`src/rtl/sync_tail_tx.sv`:
```
module sync_tail_tx #(
  parameter int SEL_W = 3,
  parameter int CNT_W = 1 << SEL_W
) (
  input  logic       clk,
  input  logic       rst_n,
  input  logic       wr_en,
  input  logic [1:0] addr,
  input  logic [7:0] wdata,
  output logic [7:0] rdata,
  output logic       sck,
  output logic       sdo,
  output logic       irq
);
  typedef enum logic [1:0] {S_IDLE, S_DATA, S_TAIL} state_t;

  state_t             state;
  logic [7:0]         dlo, dhi;
  logic               wide, mark_en, latch_sel;
  logic [SEL_W-1:0]   csel;
  logic               start_f, irq_f, last_q;
  logic [5:0]         ph;
  logic [CNT_W-1:0]   pcnt, lim;
  logic [15:0]        word;

  wire idle  = (state == S_IDLE);
  wire busy  = (state == S_TAIL);
  wire go    = wr_en && addr == 2'd3 && wdata[0] && idle;
  wire clr   = wr_en && addr == 2'd3 && wdata[2];
  wire tick  = (pcnt == lim);
  wire [5:0] last_ph = wide ? 6'd31 : 6'd15;
  wire lowp  = (ph == 6'd1) || (ph == 6'd2);

  assign lim = {CNT_W{1'b1}} >> (CNT_W - 1 - int'(csel));
  assign irq = irq_f;

  always_comb begin
    case (state)
      S_DATA:  begin sck = ph[0];  sdo = word[ph[4:1]]; end
      S_TAIL:  begin sck = !lowp;  sdo = (latch_sel && ph != 6'd0) ? 1'b1 : last_q; end
      default: begin sck = 1'b1;   sdo = last_q; end
    endcase
  end

  always_comb begin
    case (addr)
      2'd0:    rdata = dlo;
      2'd1:    rdata = dhi;
      2'd2:    rdata = {1'b0, 3'(csel), 1'b0, latch_sel, mark_en, wide};
      default: rdata = {5'd0, irq_f, busy, start_f};
    endcase
  end

  always_ff @(posedge clk or negedge rst_n) begin
    if (!rst_n) begin
      dlo <= '0; dhi <= '0;
      wide <= 1'b0; mark_en <= 1'b0; latch_sel <= 1'b0; csel <= '0;
    end else if (wr_en) begin
      if (addr == 2'd0) dlo <= wdata;
      if (addr == 2'd1) dhi <= wdata;
      if (addr == 2'd2 && idle) begin
        wide      <= wdata[0];
        mark_en   <= wdata[1];
        latch_sel <= wdata[2];
        csel      <= wdata[4 +: SEL_W];
      end
    end
  end

  always_ff @(posedge clk or negedge rst_n) begin
    if (!rst_n) begin
      state <= S_IDLE; ph <= '0; pcnt <= '0; word <= '0;
      start_f <= 1'b0; irq_f <= 1'b0; last_q <= 1'b1;
    end else begin
      last_q <= sdo;
      if (clr) irq_f <= 1'b0;
      if (go) begin
        state   <= S_DATA;
        ph      <= '0;
        pcnt    <= '0;
        word    <= {wide ? dhi : 8'h00, dlo};
        start_f <= 1'b1;
      end else if (!idle) begin
        pcnt <= tick ? '0 : pcnt + 1'b1;
        if (tick) begin
          if (state == S_DATA && ph == last_ph) begin
            start_f <= 1'b0;
            irq_f   <= 1'b1;
            state   <= mark_en ? S_TAIL : S_IDLE;
            ph      <= '0;
          end else if (state == S_TAIL && ph == 6'd3) begin
            state <= S_IDLE;
            ph    <= '0;
          end else begin
            ph <= ph + 1'b1;
          end
        end
      end
    end
  end

  assert_done_sets_irq_R5: assert property (@(posedge clk) disable iff (!rst_n)
    $fell(start_f) |-> irq_f);

  assert_ctrl_locked_R10: assert property (@(posedge clk) disable iff (!rst_n)
    !$past(idle) |-> $stable({wide, mark_en, latch_sel, csel}));

  assert_busy_excl_R9: assert property (@(posedge clk) disable iff (!rst_n)
    busy |-> !start_f);

  assert_cell_steady_R1: assert property (@(posedge clk) disable iff (!rst_n)
    (state == S_DATA && $past(state == S_DATA) && !$past(tick)) |-> $stable(sck));

  assert_idle_high_R6: assert property (@(posedge clk) disable iff (!rst_n)
    idle |-> sck);
endmodule

```
`config.mk`:
```
export PLATFORM = sky130hd
export DESIGN_NAME = sync_tail_tx
export DESIGN_NICKNAME = d
export VERILOG_FILES = /design/src/rtl/sync_tail_tx.sv
export SDC_FILE = /design/constraint.sdc
export NUM_CORES = 1
export LEC_CHECK = 0
export BUFFER_PORTS_ARGS = -buffer_cell sky130_fd_sc_hd__buf_4
export CAP_MARGIN = 20
export CELL_PAD_IN_SITES_DETAIL_PLACEMENT = 2
export CELL_PAD_IN_SITES_GLOBAL_PLACEMENT = 2
export CORE_MARGIN = 2
export CORE_UTILIZATION = 40
export CTS_CLUSTER_SIZE = 24
export DETAILED_ROUTE_END_ITERATION = 12
export PLACE_DENSITY = 0.92
export SETUP_SLACK_MARGIN = 0.1
export SLEW_MARGIN = 30
export SYNTH_ARGS = -nofsm -noshare
export SYNTH_HDL_FRONTEND = slang
export SYNTH_SLANG_ARGS = --single-unit
export TNS_END_PERCENT = 50
```
`constraint.sdc`:
```
create_clock -name clk -period 2.7 [get_ports clk]
set_input_delay 0.27 -clock clk [delete_from_list [all_inputs] [get_ports clk]]
set_output_delay 0.27 -clock clk [all_outputs]
set_load 0.01 [all_outputs]
```
== Word-level counts from Yosys, hierarchy flattened ==
Cells that the tools add are included.

* Flip-flop bits (word level): 57
* Bits of input ports: 13
* Logic and storage cells: 82

* Add/sub/neg operators: 3
* $lt $le $gt $ge: 1
* Eq/ne operators: 11
* Shifts and indexed selects: 1
* Mux-type cells: 31
* Reduce and logical (&&, ||, !) cells: 22

{| class="wikitable"
|+ Operators with widths
! operator !! number
|-
| two-way mux 8 bit || 4
|-
| >> shifter 8 x 32 -> 8 bit, first input constant || 1
|-
| two-way mux 6 bit || 5
|-
| one-hot mux 8 bit (3 select lines) || 1
|-
| equality test 6 x 2 -> 1 bit, second input constant || 2
|-
| two-way mux 2 bit || 6
|-
| two-way mux 1 bit || 11
|-
| adder 8 x 1 -> 8 bit, second input constant || 1
|-
| equality test 8 bit || 1
|-
| logical AND 1 bit || 8
|-
| AND reduction 2 bit || 4
|-
| adder 6 x 1 -> 6 bit, second input constant || 1
|-
| equality test 2 bit, second input constant || 3
|-
| equality test 6 x 1 -> 1 bit, second input constant || 1
|-
| equality test 6 x 5 -> 1 bit || 1
|-
| AND reduction 3 bit || 2
|-
| nonzero test 6 bit || 1
|-
| < comparator 4 x 5 -> 1 bit, second input constant || 1
|-
| two-way mux 5 bit || 1
|-
| binary-select mux 1 bit (select 4 bit) || 1
|-
| equality test 2 x 1 -> 1 bit, second input constant || 2
|-
| logical NOT 2 bit || 2
|-
| one-hot mux 1 bit (2 select lines) || 2
|-
| nonzero test 2 bit || 2
|-
| other kinds (5) || 5
|}

== Depth between registers and ports, before layout ==
* Depth after elaboration: 8
* Gate-level depth with buffers: 8
* Depth with buffers taken out: 8

== Worst setup path after synthesis ==
No wires, ideal clock.

* Kind: reg2reg
* Start: register state[0]
* End: register word[10]
* Arrival time: 1.703 ns
* Path slack: 0.931 ns
* Stages on the path, launching flop included: 9
* Path buffers: 3
* Path through: dfrtp_1 -> inv_1 -> ha_1 -> clkbuf_1 -> and3_1 -> clkbuf_1 -> clkbuf_1 -> nand3_1 -> nand2_1

* Longest elaborated chain between the ends: 2

{| class="wikitable"
|+ Ends and longest elaborated chain
! element !! RTL line !! RTL
|-
| start, declared || 17 || <nowiki>state_t state;</nowiki>
|-
| start signal, assigned || 89 || <nowiki>state <= mark_en ? S_TAIL : S_IDLE;</nowiki>
|-
| logical NOT 2 bit || 26 || <nowiki>wire idle = (state == S_IDLE);</nowiki>
|-
| logical AND 1 bit || 28 || <nowiki>wire go = wr_en && addr == 2'd3 && wdata[0] && idle;</nowiki>
|-
| end signal, assigned || 81 || <nowiki>word <= {wide ? dhi : 8'h00, dlo};</nowiki>
|-
| end, declared || 24 || <nowiki>logic [15:0] word;</nowiki>
|}

No other way between the ends.
A chain may end at the register's enable or synchronous reset.

== Final worst setup path ==
* Start: register ph[3]
* End: output port sdo

* Longest elaborated chain between the ends: 4
* Elaborated cells between the ends (all ways): 6

{| class="wikitable"
|+ Ends and longest elaborated chain
! element !! RTL line !! RTL
|-
| start, declared || 22 || <nowiki>logic [5:0] ph;</nowiki>
|-
| start signal, assigned || 95 || <nowiki>ph <= ph + 1'b1;</nowiki>
|-
| parallel branches: the longest is 3 deep, another holds binary-select mux 1 bit (select 4 bit) || -- ||
|-
| one-hot mux 1 bit (2 select lines) * || 38 || <nowiki>case (state)</nowiki>
|-
| end, declared || 12 || <nowiki>output logic sdo,</nowiki>
|}

Mark *: on every way between the ends. The select of a mux whose other input is x is not followed.

==> metrics.cfg <==
[critical_path]
crit_type = reg -> out
critPathCapture = sdo
worstSetupEndpointType = output pin
critPathRequiredTime_ps = 2430
cp_max_fo = 11
reg2reg_slack_ps = 550
r2r-end = pcnt[3]$_DFFE_PN0P_
cp-startpoint = ph[3]$_DFFE_PN0P_
critPathLaunchType = flop
slowest_stage = dfrtp_1
critical_path.max_stage_delay_ps = 670
rr_worst_depth = 6
reg2reg_from = csel[1]$_DFFE_PN0P_
path_cells = mux2i_1 -> mux4_2 -> nand2_1 -> nand3_1 -> a21oi_1 -> buf_4
cp.arrival_ps = 2240

[clock_tree]
cts_tree = done
clk_latency_ps = 350
cts_sinks = 57
cts_root_buf = clkbuf_8
cts-htree-levels = 3
cts_buffers = 9
path_clk_slew_ps = 70
postCtsSetupBuffers = 0
clk_path_buf_depth = 2

[floorplanning]
initial_core_util_pct = 41.5
die_area_um2 = 8280
core_um2 = 7290
row_count = 31
chipWidth_um = 91.0
io_pins = 24
die_y_um = 91.0

[power]
comb_power_share_pct = 8.8
seq_power_share_pct = 49.1
p_int_mw = 1.43
power.share.clock_pct = 42.1
p_leak_nw = 1.68
powerDensity_nw_per_um2 = 548
ir_worst_vdd_v = 0.000275
p_sw_mw = 0.486
sw_frac_of_total_pct = 25.3

[final_layout]
nNetsFinal = 340
nFillCells = 788
antenna_cells = 0
multi_input_area_um2 = 1500
final_cells = 422
area_growth_syn_to_layout_pct = 15.7
drive_gt1_share_pct = 25.1
seq_area_um2 = 1430
utilization_pct = 48.0

[synth]
syn_nets = 313
synth-seq-cells = 57
synth_edf_count = 0
yosys.area_share.simple_pct = 19.1
synth_top_family_by_area = simple AND/OR/NAND/NOR gates
ys.flop_type = dfrtp_1
seq_area_frac_synth_pct = 47.2
yosysUniqueCellTypes = 49
synth_compound_area_share_pct = 8.48
syn_avg_cell_area_um2 = 10.4
synth_cells = 292
ys_warn_count = 0
ys_async_sr_fraction_pct = 100
yosysTopAreaCell = dfrtp_1
synth_fa_ha_area_share_pct = 3.31
synth_xor_area_share_pct = 2.32
syn_area_um2 = 3030
synth_top_area_share_pct = 46.3
synthTopCellsByArea = dfrtp_1 46%, mux2_2 8.2%, nand2_1 7.1%, mux4_2 4.5%, mux2i_1 3.6%
synth.area.mux_share_pct = 16.3

[placed_design]
port_buffers = 23
dp_hpwl_um = 6640
gp_congestion = 0.849
dpl.cell_count = 407

[routing]
drt_pre_antenna_iters = 4
avgViaCountPerCell = 5.72
drt_iter0_drc = 72
vias = 2414
wirelength_um = 9200
routedWlPerCell_um = 21.8
postRouteAntennaNets = 0
drc = 0

[timing]
fin_crit_ps = 2510
finClkSkew_ps = 10.9
rsz0062_at_grt = true
hold_ws_ps = -29.6
tightestPinTransition_ps = 820
period_share_pct = 93.1
relSlewSlack_pct = 45.1
tns_ps = 0
finalHoldViolCount = 11
fmax_mhz = 398
setup_viol = 0
maxSlewViolCount = 0

[hold_path]
hold_path.class = in -> async

[flow_run]
drv_cap = 0

[global_routing]
grt_max_degree = 58
grt-ovfl-total = 0
track_usage_pct = 24.2
grt_pass1_wl_um = 15200
first_global_vias = 2762
antenna_found_initial = 0

[outcome]
outcome = complete, but fails checks
failed_checks = negative hold slack

## area by class of cell
class                   instances  share of cell area, %
inverters                      11                   1.18
clock inverters                 5                   1.61
well taps                      99                   3.54
clock buffers                  10                   3.93
multi-input cells             212                   43.0
flip-flops and latches         57                   40.8
repair buffers                 28                   6.00
## cells in the mapped netlist, types with 3 or more instances
master / n
nor3_1: 8
mux4_2: 6
a21oi_1: 10
xnor2_1: 4
nand2b_1: 3
nor2b_1: 4
mux2i_1: 11
nand2_1: 57
xor2_1: 4
inv_1: 10
and3_1: 4
o22ai_1: 3
dfrtp_1: 56
nand3_1: 18
ha_1: 8
o21ai_1: 3
mux2_2: 22
nor2_1: 13
o21ai_0: 6
clkbuf_1: 7
nand4_1: 4
## repair_timing
item,CTS,global route
setup endpoints to repair,0,2
hold endpoints to repair,0,0
hold buffers,0,0
gates resized for setup,0,1
## cell usage in the layout, fill, tap and decap left out, types with 3 or more instances in the layout
master / n
o22ai_1: 3
mux4_2: 6
xor2_1: 4
inv_1: 10
o21ai_1: 3
nand4_1: 4
mux2i_1: 11
nand3_1: 18
nand2_1: 57
nor2b_1: 4
and3_1: 4
buf_4: 28
nand2b_1: 3
ha_1: 8
xnor2_1: 4
o21ai_0: 6
dfrtp_1: 56
a21oi_1: 10
clkbuf_8: 10
nor3_1: 8
nor2_1: 13
mux2_2: 22
## registers in the layout, summed over array words and instances (netlist names)
name	flops
word	16
dhi	8
dlo	8
pcnt	8
ph	6
csel	3
state	2
irq	1
last_q	1
latch_sel	1
mark_en	1
start_f	1
wide	1
## worst min path at each step
stage	start	end	slack (ps)	cells past startpoint
3_5_place_dp	rst_n	pcnt[7]$_DFFE_PN0P_	390	1
6_report	rst_n	pcnt[4]$_DFFE_PN0P_	-30	1
5_1_grt	rst_n	pcnt[4]$_DFFE_PN0P_	20	1
2_1_floorplan	rst_n	csel[0]$_DFFE_PN0P_	-30	0
3_3_place_gp	rst_n	pcnt[5]$_DFFE_PN0P_	380	1
4_1_cts	rst_n	pcnt[4]$_DFFE_PN0P_	20	1
## stage by stage
step	instance area, um2	hold WS (ps)	total power, mW	setup slack (ps)
3_5_place_dp	3300	393	1.13	542
4_1_cts	3490	17.0	1.94	170
3_3_place_gp	3300	378	1.11	613
5_1_grt	3500	23.3	1.99	42.3
2_1_floorplan	3030	-25.6	1.03	931
6_report	3500	-29.6	1.92	187
## layer usage
metal	up-vias	wire [um]	share of wire, %	global-route usage [%]
li1	1070	-	-	-
met1	1273	3820	41	28.2
met2	54	4960	54	43.8
met3	17	260	2.8	4.90
met4	0	167	1.8	8.59
met5	-	0	0	0
## worst max-delay path: cells and delay by family (launching register included)
kind	cells	cell delay (ps)
muxes	2	680
DFF	1	670
AOI/OAI and AO/OA	1	210
and+or+nand+nor	2	170
buffers and inverters	1	160
## power by group through the flow
stage               combinational [mW]  sequential, mW  clock, mW
floorplan                       0.0886           0.941          0
global placement                 0.161           0.953          0
detailed placement               0.172           0.958          0
CTS                              0.173           0.942      0.828
global route                     0.183           0.948      0.863
finish                           0.169           0.943      0.807
## logic make-up (layout without fill, tap and decap cells)
logic type                 Yosys count  in the layout
and+or+nand+nor                    121            121
DFF                                 57             57
muxes                               39             39
AOI/OAI and AO/OA                   36             36
buffers and inverters               23             54
adders and majority gates            8              8
xor gates and xnor gates             8              8
Power figures use the tool's default switching activity.
